--- config.mk ---
export PLATFORM = sky130hd
export DESIGN_NAME = mmd_divider
export DESIGN_NICKNAME = d
export VERILOG_FILES = /design/src/rtl/mmd_pkg.sv /design/src/rtl/mmd_prescaler.sv /design/src/rtl/mmd_ctrl.sv /design/src/rtl/mmd_edge.sv /design/src/rtl/mmd_divider.sv
export SDC_FILE = /design/constraint.sdc
export NUM_CORES = 1
export LEC_CHECK = 0
export BUFFER_PORTS_ARGS = -buffer_cell sky130_fd_sc_hd__buf_2
export CAP_MARGIN = 0
export CORE_ASPECT_RATIO = 0.9
export CORE_UTILIZATION = 45
export CTS_CLUSTER_SIZE = 24
export DETAILED_ROUTE_END_ITERATION = 7
export PLACE_DENSITY = 0.61
export SYNTH_ARGS = -nofsm -noshare
export SYNTH_HDL_FRONTEND = slang
export SYNTH_SLANG_ARGS = --single-unit
--- constraint.sdc ---
create_clock -name clk_i -period 4.1 [get_ports clk_i]
set_input_delay 0 -clock clk_i [delete_from_list [all_inputs] [get_ports clk_i]]
set_output_delay 0 -clock clk_i [all_outputs]
set_load 0.05 [all_outputs]
--- src/rtl/mmd_pkg.sv ---
package mmd_pkg;
   // Segment of the output cycle the controller is in
   typedef enum logic [1:0] {
      SEG_LEAD = 2'd0,
      SEG_FOUR = 2'd1,
      SEG_FIVE = 2'd2
   } mmd_seg_e;

   localparam int unsigned PS_W     = 3;  // prescaler phase counter width
   localparam int unsigned PS_SHORT = 4;  // input periods, select low
   localparam int unsigned PS_LONG  = 5;  // input periods, select high
endpackage

--- src/rtl/mmd_prescaler.sv ---
module mmd_prescaler
   import mmd_pkg::*;
(
   input  logic            clk_i,
   input  logic            rst_i,
   input  logic            sel_i,
   output logic [PS_W-1:0] phase_o,
   output logic            tick_o
);
   localparam logic [PS_W-1:0] LAST_SHORT = PS_W'(PS_SHORT - 1);
   localparam logic [PS_W-1:0] LAST_LONG  = PS_W'(PS_LONG - 1);

   logic [PS_W-1:0] phase_q;

   assign tick_o  = (phase_q == (sel_i ? LAST_LONG : LAST_SHORT));
   assign phase_o = phase_q;

   always_ff @(posedge clk_i) begin
      if (rst_i)       phase_q <= '0;
      else if (tick_o) phase_q <= '0;
      else             phase_q <= phase_q + 1'b1;
   end

   AST_SEL_AT_BOUNDARY: assert property (@(posedge clk_i) disable iff (rst_i)
      (sel_i != $past(sel_i)) |-> $past(tick_o));
   AST_PHASE_RANGE: assert property (@(posedge clk_i) disable iff (rst_i)
      phase_q <= LAST_LONG);
endmodule

--- src/rtl/mmd_ctrl.sv ---
module mmd_ctrl
   import mmd_pkg::*;
#(
   parameter int unsigned MOD_W       = 8,
   parameter int unsigned LEAD_PERIODS = 5,
   parameter int unsigned LOAD_DELAY  = 15,
   parameter int unsigned MIN_MOD     = 36
) (
   input  logic             clk_i,
   input  logic             rst_i,
   input  logic             tick_i,
   input  logic [PS_W-1:0]  phase_i,
   input  logic [MOD_W-1:0] modulus_i,
   output logic             sel_o,
   output logic             pass_o,
   output mmd_seg_e         seg_o,
   output logic [MOD_W-1:0] mod_o
);
   localparam int unsigned LEAD_LEN = LEAD_PERIODS * PS_SHORT;
   localparam logic [MOD_W-1:0] LEAD_LAST = MOD_W'(LEAD_PERIODS - 1);
   localparam logic [MOD_W-1:0] LOAD_PER  = MOD_W'(LOAD_DELAY / PS_SHORT);
   localparam logic [PS_W-1:0]  LOAD_PH   = PS_W'(LOAD_DELAY % PS_SHORT);

   mmd_seg_e         seg_q;
   logic [MOD_W-1:0] per_q;
   logic [MOD_W-1:0] mod_q;
   logic [MOD_W-1:0] excess;
   logic [MOD_W-1:0] num_five;
   logic [MOD_W-1:0] num_four;
   logic             load_en;
   logic             four_done;
   logic             five_done;

   // Split the part beyond the lead-in into /4 and /5 runs
   assign excess   = mod_q - MOD_W'(LEAD_LEN);
   assign num_five = MOD_W'(excess[1:0]);
   assign num_four = (excess >> 2) - num_five;

   assign load_en   = (seg_q == SEG_LEAD) && (per_q == LOAD_PER) && (phase_i == LOAD_PH);
   assign four_done = (per_q == num_four - 1'b1);
   assign five_done = (per_q == num_five - 1'b1);

   always_ff @(posedge clk_i) begin
      if (rst_i)        mod_q <= MOD_W'(MIN_MOD);
      else if (load_en) mod_q <= modulus_i;
   end

   always_ff @(posedge clk_i) begin
      if (rst_i) begin
         seg_q <= SEG_LEAD;
         per_q <= '0;
      end else if (tick_i) begin
         unique case (seg_q)
            SEG_LEAD: begin
               if (per_q == LEAD_LAST) begin
                  seg_q <= SEG_FOUR;
                  per_q <= '0;
               end else begin
                  per_q <= per_q + 1'b1;
               end
            end
            SEG_FOUR: begin
               if (four_done) begin
                  seg_q <= (num_five == '0) ? SEG_LEAD : SEG_FIVE;
                  per_q <= '0;
               end else begin
                  per_q <= per_q + 1'b1;
               end
            end
            SEG_FIVE: begin
               if (five_done) begin
                  seg_q <= SEG_LEAD;
                  per_q <= '0;
               end else begin
                  per_q <= per_q + 1'b1;
               end
            end
            default: begin
               seg_q <= SEG_LEAD;
               per_q <= '0;
            end
         endcase
      end
   end

   assign sel_o  = (seg_q == SEG_FIVE);
   assign pass_o = ((seg_q == SEG_FOUR) && four_done && (num_five == '0)) ||
                   ((seg_q == SEG_FIVE) && five_done);
   assign seg_o  = seg_q;
   assign mod_o  = mod_q;

   AST_LOAD_BEFORE_SPLIT: assert property (@(posedge clk_i) disable iff (rst_i)
      (seg_q == SEG_FOUR) |-> $stable(mod_q));
endmodule

--- src/rtl/mmd_edge.sv ---
module mmd_edge (
   input  logic clk_i,
   input  logic rst_i,
   input  logic tick_i,
   input  logic pass_i,
   output logic esel_o,
   output logic div_o
);
   logic esel_q;
   logic div_q;

   // Edge select follows the pass flag at prescaler boundaries
   always_ff @(posedge clk_i) begin
      if (rst_i)       esel_q <= 1'b0;
      else if (tick_i) esel_q <= pass_i;
   end

   // Retime onto the input clock
   always_ff @(posedge clk_i) begin
      if (rst_i) div_q <= 1'b0;
      else       div_q <= esel_q;
   end

   assign esel_o = esel_q;
   assign div_o  = div_q;

   AST_ESEL_ON_BOUNDARY: assert property (@(posedge clk_i) disable iff (rst_i)
      $rose(esel_q) |-> ($past(tick_i) && $past(pass_i)));
   AST_PULSE_WIDTH: assert property (@(posedge clk_i) disable iff (rst_i)
      $rose(div_q) |=> div_q ##1 div_q ##1 div_q ##1 !div_q);
endmodule

--- src/rtl/mmd_divider.sv ---
module mmd_divider
   import mmd_pkg::*;
#(
   parameter int unsigned MOD_W        = 8,
   parameter int unsigned LEAD_PERIODS = 5,
   parameter int unsigned LOAD_DELAY   = 15,
   parameter int unsigned MIN_MOD      = 36
) (
   input  logic             clk_i,
   input  logic             rst_i,
   input  logic [MOD_W-1:0] modulus_i,
   output logic             div_o
);
   localparam int unsigned LEAD_LEN = LEAD_PERIODS * PS_SHORT;
   localparam int unsigned MOD_MAX  = (1 << MOD_W) - 1;

   generate
      if (MIN_MOD < LEAD_LEN + 4 * PS_SHORT) begin : g_bad_min
         $error("MIN_MOD too small to leave a nonempty divide-by-4 run");
      end
      if (LOAD_DELAY >= LEAD_LEN) begin : g_bad_load
         $error("LOAD_DELAY must fall inside the lead-in");
      end
      if (MIN_MOD > MOD_MAX) begin : g_bad_width
         $error("MOD_W cannot hold MIN_MOD");
      end
   endgenerate

   logic             sel;
   logic             tick;
   logic             pass;
   logic             esel;
   logic [PS_W-1:0]  phase;
   mmd_seg_e         seg;
   logic [MOD_W-1:0] mod_cur;

   mmd_prescaler u_pre (
      .clk_i   (clk_i),
      .rst_i   (rst_i),
      .sel_i   (sel),
      .phase_o (phase),
      .tick_o  (tick)
   );

   mmd_ctrl #(
      .MOD_W        (MOD_W),
      .LEAD_PERIODS (LEAD_PERIODS),
      .LOAD_DELAY   (LOAD_DELAY),
      .MIN_MOD      (MIN_MOD)
   ) u_ctrl (
      .clk_i     (clk_i),
      .rst_i     (rst_i),
      .tick_i    (tick),
      .phase_i   (phase),
      .modulus_i (modulus_i),
      .sel_o     (sel),
      .pass_o    (pass),
      .seg_o     (seg),
      .mod_o     (mod_cur)
   );

   mmd_edge u_edge (
      .clk_i  (clk_i),
      .rst_i  (rst_i),
      .tick_i (tick),
      .pass_i (pass),
      .esel_o (esel),
      .div_o  (div_o)
   );

   // Cycle checker: input periods and /5 periods since the cycle began
   logic [MOD_W-1:0] chk_len;
   logic [MOD_W-1:0] chk_five;
   logic             cyc_end;

   assign cyc_end = tick && pass;

   always_ff @(posedge clk_i) begin
      if (rst_i || cyc_end) begin
         chk_len  <= '0;
         chk_five <= '0;
      end else begin
         chk_len  <= chk_len + 1'b1;
         chk_five <= chk_five + MOD_W'(tick && sel);
      end
   end

   AST_CYCLE_LEN: assert property (@(posedge clk_i) disable iff (rst_i)
      cyc_end |-> (chk_len + 1'b1 == mod_cur));
   AST_FIVE_COUNT: assert property (@(posedge clk_i) disable iff (rst_i)
      cyc_end |-> (chk_five + MOD_W'(sel) == MOD_W'((mod_cur - MOD_W'(LEAD_LEN)) & 2'd3)));
   AST_LEAD_DIV4: assert property (@(posedge clk_i) disable iff (rst_i)
      (seg == SEG_LEAD) |-> (phase <= PS_W'(PS_SHORT - 1)));
   AST_ESEL_HOLD: assert property (@(posedge clk_i) disable iff (rst_i)
      !tick |=> $stable(esel));
endmodule

== After elaboration in Yosys (flattened, before gate mapping) ==
Cells that the tools add are included.
Storage, ports and cells
  register bits after elaboration: 23
  bits of input ports: 10
  output and inout bits: 1
  word-level logic and storage cells: 43
Cells by class
  $add $sub $neg: 6
  eq/ne operators: 11
  mux-type cells: 10
  reduce and logical (&&, ||, !) cells: 10
Operator list (number)
  $mux 8: 3
  $pmux 8 s3: 1
  $eq 8x8->1: 2
  $add 8x1->8 const B: 1
  $eq 8x2->1 const B: 1
  $eq 8x3->1 const B: 1
  $logic_not 8->1: 1
  $mux 2: 4
  $sub 8x1->8 const B: 1
  $sub 8x5->8 const B: 1
  $sub 6x2->7: 1
  $pmux 2 s3: 1
  $logic_and 1x1->1: 5
  $ne 2x1->1 const B: 2
  $reduce_and 4->1: 1
  $add 3x1->3 const B: 1
  $eq 3x2->1 const B: 1
  $eq 3x3->1: 1
  $mux 3: 1
  $sub 2x1->3 const B: 1
  $eq 2x1->1 const B: 1
  $eq 2x2->1 const B: 1
  $logic_not 2->1: 1
  $ne 2x2->1 const B: 1
  other kinds (2): 2

== Longest topological paths before layout ==
Gate-level depths: netlist of the first run.
  depth in word-level cells: 7
  mapped depth: 13
  depth with buffers taken out: 13

== By module ==
From an unflattened synthesis of the first run, not the netlist that was laid out.
Second synthesis, totals
  cell total of the unflattened synthesis: 196
  area, all modules: 1707.9 sq um
Modules (own cells, without submodules)
  mmd_ctrl: instances 1, cells each 177, area an instance 1496.4 sq um, seq. area each 360.3 sq um
  mmd_prescaler: instances 1, cells each 14, area an instance 151.4 sq um, seq. area each 60.1 sq um
  mmd_edge: instances 1, cells each 5, area an instance 60.1 sq um, seq. area each 40.0 sq um

== Worst setup path after synthesis of the first run ==
Ideal clock, no wire load.
  path type: reg-to-reg
  start point: reg u_ctrl.mod_q[2] (netlist: u_ctrl.mod_o[2])
  end point: reg u_ctrl.per_q[6]
  setup time: 122 ps
  arrival: 3291 ps
  data required time: 3978 ps
  slack: 687 ps
  cell stages (with the launch flop): 13
  path buffers: 0
  period minus slack after synthesis: 3413 ps
  path through: dfxtp_1 > inv_1 > ha_1 > fa_1 > nand2b_1 > a21boi_0 > or4_4 > a211oi_2 > o211ai_1 > a311oi_2 > a311oi_4 > and2_4 > a221o_1
On the way
  word-level cells in the longest chain between the ends: 6
RTL lines
  start, declared: line mmd_ctrl.sv:26  | logic [MOD_W-1:0] mod_q;
  start signal, assigned: line mmd_ctrl.sv:44  | if (rst_i) mod_q <= MOD_W'(MIN_MOD);
  start signal, assigned: line mmd_ctrl.sv:45  | else if (load_en) mod_q <= modulus_i;
  $sub 8x5->8: line mmd_ctrl.sv:35  | assign excess = mod_q - MOD_W'(LEAD_LEN);
  $sub 6x2->7: line mmd_ctrl.sv:37  | assign num_four = (excess >> 2) - num_five;
  $sub 8x1->8: line mmd_ctrl.sv:40  | assign four_done = (per_q == num_four - 1'b1);
  $eq 8x8->1: line mmd_ctrl.sv:40
  $mux 8: line mmd_ctrl.sv:63  | if (four_done) begin
  $pmux 8 s3: line mmd_ctrl.sv:53  | unique case (seg_q)
  end signal, assigned: line mmd_ctrl.sv:59  | per_q <= per_q + 1'b1;
  end signal, assigned: line mmd_ctrl.sv:67  | per_q <= per_q + 1'b1;
  end signal, assigned: line mmd_ctrl.sv:75  | per_q <= per_q + 1'b1;
  end, declared: line mmd_ctrl.sv:25  | logic [MOD_W-1:0] per_q;
Every way passes these cells.
A chain may end at the register's enable or synchronous reset.

== Final worst setup path of the first run ==
  start point: reg u_ctrl.mod_q[2] (netlist: u_ctrl.mod_o[2])
  end point: reg u_edge.esel_q (netlist: u_edge.esel_o)
On the way
  word-level cells in the longest chain between the ends: 7
RTL lines
  $sub 8x5->8: line mmd_ctrl.sv:35
  $sub 6x2->7: line mmd_ctrl.sv:37
  $sub 8x1->8: line mmd_ctrl.sv:40
  $eq 8x8->1: line mmd_ctrl.sv:40
  $logic_and 1x1->1 (2 in series): line mmd_ctrl.sv:87  | assign pass_o = ((seg_q == SEG_FOUR) && four_done && (num_five == '0)) ||
  $logic_or 1x1->1: line mmd_ctrl.sv:87
  end signal, assigned: line mmd_edge.sv:15  | else if (tick_i) esel_q <= pass_i;
  end, declared: line mmd_edge.sv:9  | logic esel_q;
Every way passes these cells.

==> reports/summary.txt, run 1 <==
Min-delay worst type = input port to flop
Crit start category = flop
Slew Viols, Final = 0
Row count = 21
Sink Count = 23
Gpl congestion = 0.843
Root buffer cell = clkbuf_8
Worst path depth = 12
Vias per cell = 5.92
Yosys reg bits = 23
I/O pin cnt = 11
Drt pass-1 iters = 4
Layout area overhead = 9.38%
Synth top area cells = dfxtp_1 24%, xnor2_1 7.5%, ha_1 6.0%
CTS H-tree depth = 1
Final Cycle Share = 93.9%
Worst Tran Pin Value = 0.707 ns
Worst path cell trace = inv_1, ha_1, fa_1, xor3_2, and3_4, maj3_2, nand2_1, xnor2_1, nand4b_1, nor4b_4, a32oi_1, a211oi_1
Critical path class = flop to flop
Maxcap violations = 0
Core area = 3860 um^2
Number of global-route vias before repair = 1564
Worst VDD drop = 0.000180 V
Post-CTS Repair Setup Buffers = 0
Final min period = 3.85 ns
Die H = 63.3 um
Top cell type's share of synthesized area = 24.5%
Netlist Area Pre-Place = 1880 um^2
Clock-pin slew on the worst setup and hold paths = 0.07 ns
Number of port buffers = 10
Antenna violations before repair = 0
Leak pwr = 0.000773 uW
Synth async-reset ratio = 0%
Layout cell share with drive strength beyond 1 = 14.4%
Post-synthesis cell type count = 59
DRT iter0 DRCs = 85
Post-synth EDFFs = 0
Detailed Place HPWL = 3.33 mm
Hold Crit Start = modulus_i[6]
CP max stage delay = 0.51 ns
Critical path's top delay family = adder cells
Gate count of the mapped netlist = 220
Seq/Total Area, Yosys = 24.5%
Fillers = 370
Synthesized net count = 240
Largest net degree at the start of global routing = 16
R2r startpoint = u_ctrl.mod_o[2]
Final ANT Viol Nets = 0
Power Dens Cells = 197 nW/um^2
R2r endpoint = u_edge.esel_o
Crit. End Element = flop
Top_reg_cell synth = dfxtp_1
Worst reg2reg path depth = 12
First-pass GRT wire length = 7.34 mm
Critical Path Source = u_ctrl.mod_o[2]
Fin. Hold Viols = 0
CTS buffer count = 3
Register area = 460 um^2
Skew-Pair Late Insertion Delay = 0.26 ns
Grt total ovfl = 0
Worst slew margin = 52.5%
Worst EP arrival = 4.03 ns
RSZ-0062 raised after global routing = no
CTS tree = done
Clock tree buffer depth = 2
Final nets = 250
Setup TNS = 0 ns
Initial Util = 48.7%
Area leader, netlist = dfxtp_1
Synth Area per Inst = 8.55 um^2
DIE AREA = 4440 um^2
Synth Warn # = 0
Max stage delay cell, worst path = fa_1
DR vias = 1627
DIE WIDTH = 70.1 um
Area of the multi-input gates = 1320 um^2
Power, Total = 406 uW
Status = finished clean
Reg2Reg Setup Slack = 0.25 ns
CP required = 4.27 ns
Buf+Inv Stages, Crit Path = 1
Fmax = 260 MHz
Clk_skew = 0.00511 ns
Final Setup Violations = 0
Worst setup path end = u_edge.esel_o
Ant. Diodes = 0
Post-Route WL = 4.29 mm
DR WL/cell = 15.6 um
GRT Total Usage = 20.5%
CP Max Fanout = 6
Number of remaining DRC errors = 0
[cells by family (layout without fill, tap and decap cells)]
kind of cell	Yosys count	count (layout)	synth area share, %
xor gates and xnor gates	22	22	11.1
DFF	23	23	24.5
AOI/OAI and AO/OA	44	44	18.9
muxes	10	10	5.66
adders and majority gates	11	11	7.65
buffers and inverters	27	36	5.99
and+or+nand+nor	83	83	26.2
[through the flow]
| step | instance area [um^2] | hold WS, ns | setup WS [ns] | cells | utilization (%) |
|---|---|---|---|---|---|
| after floorplan | 1880 | 0.0716 | 0.687 | 220 | - |
| after global placement | 1930 | 0.229 | 0.333 | 264 | 50.0 |
| after detailed placement | 1930 | 0.235 | 0.219 | 264 | 50.0 |
| after CTS | 2050 | 0.00782 | 0.195 | 275 | 53.0 |
| after global routing | 2060 | 0.0440 | 0.0366 | 275 | 53.3 |
| final | 2060 | 0.00870 | 0.248 | 275 | 53.3 |
[layout by cell type (no fill, tap or decap), types with 3 or more instances in the layout]
master,count
nand2_1,10
clkbuf_8,3
and3_1,4
o211ai_1,4
nor2b_1,4
nor2_1,20
nor3_1,4
o31ai_1,3
nand3_1,11
xor2_1,5
nand2b_1,5
dlygate4sd3_1,7
dfxtp_1,23
ha_1,9
nor4_1,3
xnor2_1,16
a21oi_1,9
o21ai_0,3
mux2i_1,8
inv_1,15
nand4_1,5
buf_2,10
[per-layer routing]
| layer | GRT usage, % | vias up | part of all wire, % |
|---|---|---|---|
| met5 | 0 | - | 0 |
| met4 | 5.50 | 0 | 1.6 |
| met3 | 2.72 | 9 | 3.6 |
| met2 | 33.3 | 30 | 45 |
| met1 | 28.6 | 772 | 50 |
| li1 | - | 816 | - |
[registers in the layout (all words and copies together), names as in the netlist]
register,cells
u_ctrl.seg_o,2
u_ctrl.mod_o,8
u_edge.div_o,1
u_edge.esel_o,1
u_pre.phase_o,3
u_ctrl.per_q,8
[worst register-to-register path: cells and delay by family, from the launching register on]
family / cells / cell delay, ns
buf+inv: 1 / 0.10
simple gates: 4 / 1.03
xor+xnor: 2 / 0.61
flops: 1 / 0.45
fa+ha+maj: 3 / 1.16
compound gates: 2 / 0.42
[worst min-delay path by stage]
stage                       to  cells past startpoint
6_report       u_ctrl.mod_o[6]                      3
5_1_grt        u_ctrl.mod_o[6]                      3
4_1_cts        u_ctrl.mod_o[6]                      3
3_5_place_dp   u_ctrl.mod_o[2]                      3
3_3_place_gp   u_ctrl.mod_o[5]                      3
2_1_floorplan     u_edge.div_o                      1
[cell usage after synthesis, types with 2 or more instances]
master	n
dfxtp_1	23
nor2_1	20
xnor2_1	16
inv_1	15
nand3_1	11
nand2_1	10
a21oi_1	9
ha_1	9
clkbuf_1	8
mux2i_1	8
nand2b_1	5
nand4_1	5
xor2_1	5
and3_1	4
nor2b_1	4
nor3_1	4
o211ai_1	4
buf_2	3
nor4_1	3
o21ai_0	3
o31ai_1	3
a21boi_0	2
a221o_1	2
a22o_1	2
a31oi_1	2
and2_4	2
and3_4	2
nand4b_1	2
nor3_2	2
o21ai_1	2
or3_1	2
[timing repair]
action	in CTS	in global routing
resized for setup	0	1
hold buffers	7	0
endpoints found under the setup margin	0	1
hold endpoints to repair	7	0
[power breakdown]
part	total, uW	internal (uW)	switching, uW
registers	233	229	4.26
clock network	137	67.7	69.6
logic	35.5	16.9	18.6
total	406	313	92.4
[layout make-up]
type	count	area share, %
timing repair buffer	17	5.84
inverter	15	2.74
sequential	23	22.4
tap	46	2.80
clock buffer	3	2.01
multi-input combinational	170	64.0
clock inverter	1	0.243
No activity file was read; power rests on OpenSTA's default activity.
==> run 2: changes to the inputs <==
- CORE_MARGIN: unset -> 2
- CORE_UTILIZATION: 45 -> 61
- PLACE_DENSITY: 0.61 -> 0.79
- SETUP_SLACK_MARGIN: unset -> 0.4
==> run 2 against run 1 <==
  * Cell area is 1.5% higher
  * Wire length up 1.4%
  * Utilization grew 16 points
  * Highest routed layer unchanged
  * Total power shrank 8.2%
  * Largest power group unchanged
  * Sequential share of layout area is 0.082 points lower
==> reports/summary.txt, run 2 (synthesized netlist as in run 1, its figures left out) <==
Status = finished clean
Critical path's top delay family = compound AO/OA/AOI/OAI gates
Clk_skew = 0.00949 ns
R2r endpoint = u_ctrl.per_q[6]
R2r startpoint = u_ctrl.mod_o[3]
I/O pin cnt = 11
Worst path cell trace = inv_1, ha_1, fa_2, and3_4, or4_4, a211oi_2, o211ai_1, a311oi_2, a311oi_4, buf_4, and2_4, a221o_1
Worst Tran Pin Value = 0.756 ns
Crit. End Element = flop
DR vias = 1674
Fmax = 279 MHz
First-pass GRT wire length = 7.27 mm
Grt total ovfl = 0
Clock tree buffer depth = 2
CTS tree = done
Initial Util = 62.8%
Final Cycle Share = 87.3%
Layout area overhead = 11.0%
Reg2Reg Setup Slack = 0.52 ns
Final min period = 3.58 ns
Final nets = 253
Power, Total = 372 uW
Number of global-route vias before repair = 1591
Grt met2 use = 41.3%
Power Dens Cells = 178 nW/um^2
Setup ws final = 0.520 ns
Sink Count = 23
Vias per cell = 6.11
Pre-CTS setup slack = 0.238 ns
CTS H-tree depth = 1
Final ANT Viol Nets = 0
CP Max Fanout = 9
Fillers = 242
Number of port buffers = 10
Root buffer cell = clkbuf_4
Die H = 56.7 um
Buf+Inv Stages, Crit Path = 2
GRT Total Usage = 26.1%
Most Crowded Layer GR = met2
Core area = 3000 um^2
Number of remaining DRC errors = 0
Leak pwr = 0.000779 uW
Crit start category = flop
Row count = 19
Final Setup Violations = 0
DIE WIDTH = 62.5 um
Worst hold stages = 2
Worst slew margin = 49.3%
Commonest non-fill, non-tap cell in the layout = dfxtp_1
Antenna violations before repair = 0
Grt met1 use = 35.8%
Maxcap violations = 0
Final core area utilization = 69.7%
Fin. Hold Viols = 0
Worst VDD drop = 0.000150 V
DIE AREA = 3540 um^2
Max stage delay cell, worst path = or4_4
Skew-Pair Late Insertion Delay = 0.31 ns
Slew Viols, Final = 0
Commonest non-fill, non-tap cells in the layout = 21 x dfxtp_1, 20 x nor2_1, 16 x xnor2_1, 15 x inv_1, 11 x nand3_1
DRT iter0 DRCs = 91
Hold Crit Start = rst_i
RSZ-0062 raised after global routing = no
Largest net degree at the start of global routing = 16
Ant. Diodes = 0
Hold Slack = 0.0607 ns
Layout cell share with drive strength beyond 1 = 17.2%
Area of the multi-input gates = 1340 um^2
Worst EP arrival = 3.79 ns
CP max stage delay = 0.52 ns
Detailed Place HPWL = 3.26 mm
Drt pass-1 iters = 4
Critical path class = flop to flop
Min-delay worst type = input port to flop
GR Layer Usage met3 = 4.41%
Gpl congestion = 0.898
Register area = 465 um^2
Worst reg2reg path depth = 12
CP required = 4.31 ns
DR WL/cell = 15.9 um
Post-Route WL = 4.35 mm
Hold worst-path end = u_ctrl.mod_o[0]
CTS buffer count = 3
Clock-pin slew on the worst setup and hold paths = 0.12 ns
Setup TNS = 0 ns
==> run 2: where the power goes <==
part / switching (uW) / total, uW / internal, uW
logic: 19.2 / 37.6 / 18.4
registers: 4.44 / 233 / 228
clock network: 64.1 / 102 / 38.0
==> run 2: routing by layer <==
metal / share of wire [%] / vias up
met1: 46 / 797
met5: 0 / -
met2: 47 / 45
met4: 1.3 / 0
met3: 5.3 / 9
li1: - / 823
==> run 2: cell type report <==
class / instances / share of cell area [%]
inverters: 15 / 2.70
well taps: 42 / 2.52
repair buffers: 20 / 6.95
flip-flops and latches: 23 / 22.3
multi-input cells: 170 / 64.3
clock buffers: 4 / 1.26
==> run 2: worst max path at each step <==
stage                       to  slack (ns)            start  cells past startpoint
2_1_floorplan  u_ctrl.per_q[6]        0.69  u_ctrl.mod_o[2]                     12
3_3_place_gp     u_edge.esel_o        0.40  u_ctrl.mod_o[2]                     12
3_5_place_dp     u_edge.esel_o        0.24  u_ctrl.mod_o[2]                     12
4_1_cts          u_edge.esel_o        0.42  u_ctrl.mod_o[2]                     12
5_1_grt        u_ctrl.per_q[7]        0.39  u_ctrl.mod_o[2]                     13
6_report       u_ctrl.per_q[6]        0.52  u_ctrl.mod_o[3]                     12
==> run 2: what timing repair did <==
action | 4_1_cts | 5_1_grt
hold buffers | 8 | 0
pin swaps | 1 | 5
gates resized for setup | 3 | 7
setup buffers | 1 | 1
endpoints found under the hold margin | 8 | 0
setup endpoints to repair | 8 | 11
==> run 2: through the flow <==
| stage | instances | cell area (um^2) |
|---|---|---|
| floorplan | 220 | 1880 |
| finish | 274 | 2090 |
| global placement | 260 | 1930 |
| detailed placement | 260 | 1930 |
| CTS | 273 | 2050 |
| global route | 274 | 2090 |
==> run 3: changes to the inputs <==
- REMOVE_ABC_BUFFERS: unset -> 1
- SETUP_SLACK_MARGIN: 0.4 -> unset
==> run 3 against run 2 <==
  * Clock skew rose by 0.0044 ns
  * Sequential share of layout area rose by 0.33 points
  * Register-to-register slack got worse by 0.24 ns
  * Maximum frequency fell by 6.3%
  * Non-clock buffer count fell by 2
  * Critical path depth did not move
  * Cell count fell by 0.73%
  * Sequential cell count did not move
  * Critical endpoint unchanged
  * Largest cell class unchanged
==> reports/summary.txt, run 3 (synthesized netlist as in run 1, its figures left out) <==
RSZ-0062 raised after global routing = no
Layout cell share with drive strength beyond 1 = 14.3%
Sink Count = 23
Clock-pin slew on the worst setup and hold paths = 0.13 ns
Number of remaining DRC errors = 0
DRT iter0 DRCs = 123
Root buffer cell = clkbuf_4
Commonest non-fill, non-tap cell in the layout = dfxtp_1
Layout area overhead = 8.18%
Buf+Inv Stages, Crit Path = 1
Final nets = 251
DR WL/cell = 15.1 um
Critical path's top delay family = compound AO/OA/AOI/OAI gates
Status = finished clean
CP Max Fanout = 9
Number of global-route vias before repair = 1605
Critical path class = flop to flop
Worst VDD drop = 0.000193 V
Commonest non-fill, non-tap cells in the layout = 23 x dfxtp_1, 20 x nor2_1, 16 x xnor2_1, 15 x inv_1, 11 x nand3_1
Largest net degree at the start of global routing = 16
Ant. Diodes = 0
Maxcap violations = 0
Grt total ovfl = 0
Hold Slack = 0.0509 ns
Core area = 3000 um^2
Power Dens Cells = 183 nW/um^2
Detailed Place HPWL = 3.10 mm
Worst slew margin = 49.9%
Gpl congestion = 0.980
Worst Tran Pin Value = 0.746 ns
Worst EP arrival = 4.04 ns
# resized after CTS = 0
CP required = 4.32 ns
Row count = 19
Worst path depth = 12
Min-delay worst type = input port to flop
CTS buffer count = 3
Worst reg2reg path depth = 12
CTS tree = done
First-pass GRT wire length = 7.18 mm
Die H = 56.7 um
DIE AREA = 3540 um^2
Slew Viols, Final = 0
Number of port buffers = 10
Clock tree buffer depth = 2
CP max stage delay = 0.54 ns
Final ANT Viol Nets = 0
Initial Util = 62.8%
Crit start category = flop
Setup ws final = 0.280 ns
Antenna violations before repair = 0
Crit. End Element = flop
Post-Route WL = 4.12 mm
Worst hold stages = 2
Fmax = 262 MHz
I/O pin cnt = 11
Final Cycle Share = 93.2%
Final min period = 3.82 ns
Worst path cell trace = inv_1, ha_1, fa_1, nand2b_1, a21boi_0, or4_4, a211oi_2, o211ai_1, a311oi_2, a311oi_4, and2_4, a221o_1
Drt pass-1 iters = 4
Fin. Hold Viols = 0
Final Setup Violations = 0
Skew-Pair Late Insertion Delay = 0.31 ns
DR vias = 1663
Pre-CTS setup slack = 0.301 ns
CTS H-tree depth = 1
Clk_skew = 0.0139 ns
GRT Total Usage = 25.0%
DIE WIDTH = 62.5 um
Leak pwr = 0.000762 uW
Vias per cell = 6.11
Max stage delay cell, worst path = or4_4
Setup TNS = 0 ns
run 3: timing repair:
action | 4_1_cts | 5_1_grt
hold buffers | 8 | 0
endpoints found under the hold margin | 8 | 0
buffers inserted | 0 | 0
run 3: final timing paths:
kind | startpoint | end | slack (ns)
worst max-delay path | u_ctrl.mod_o[2] | u_ctrl.per_q[6] | 0.28
worst min-delay path | rst_i | u_ctrl.mod_o[7] | 0.05
worst max register to register | u_ctrl.mod_o[2] | u_ctrl.per_q[6] | 0.28
worst min register to register | u_edge.esel_o | u_edge.div_o | 0.49
run 3: layout make-up:
cell class | instances | area [um^2]
repair buffers | 18 | 130
multi-input cells | 170 | 1310
fillers | 242 | 961
clock buffers | 3 | 22.5
inverters | 15 | 56.3
flip-flops and latches | 23 | 460
well taps | 42 | 52.6
clock inverters | 1 | 5.00
run 3: through the flow:
step	std cells	cell area, um^2	util (%)	total power, uW
after detailed placement	260	1930	64.3	268
after global routing	272	2030	67.9	388
after floorplan	208	1820	-	256
after CTS	272	2030	67.9	377
final	272	2030	67.9	373
after global placement	260	1930	64.3	266
run 3: power breakdown:
part | leakage, uW | switching [uW] | internal, uW | total (uW)
sequential | 0.000186 | 4.32 | 229 | 233
combinational | 0.000558 | 18.4 | 17.5 | 35.9
clock | 0.0000177 | 67.1 | 36.5 | 104
run 3: metal layers:
metal  up-vias  GRT usage, %  part of all wire (%)
met1       778          34.5                    47
met4         0          8.25                   1.7
met2        56          40.9                    46
met3         8          3.01                   5.7
li1        821             -                     -
met5         -             0                     0
run 3: worst register-to-register path, stage by stage (launching register included):
cell and delay [ns]:
dfxtp_1 0.48, inv_1 0.10, ha_1 0.35, fa_1 0.53, nand2b_1 0.11, a21boi_0 0.16
or4_4 0.54, a211oi_2 0.29, o211ai_1 0.13, a311oi_2 0.33, a311oi_4 0.21, and2_4 0.23
a221o_1 0.28
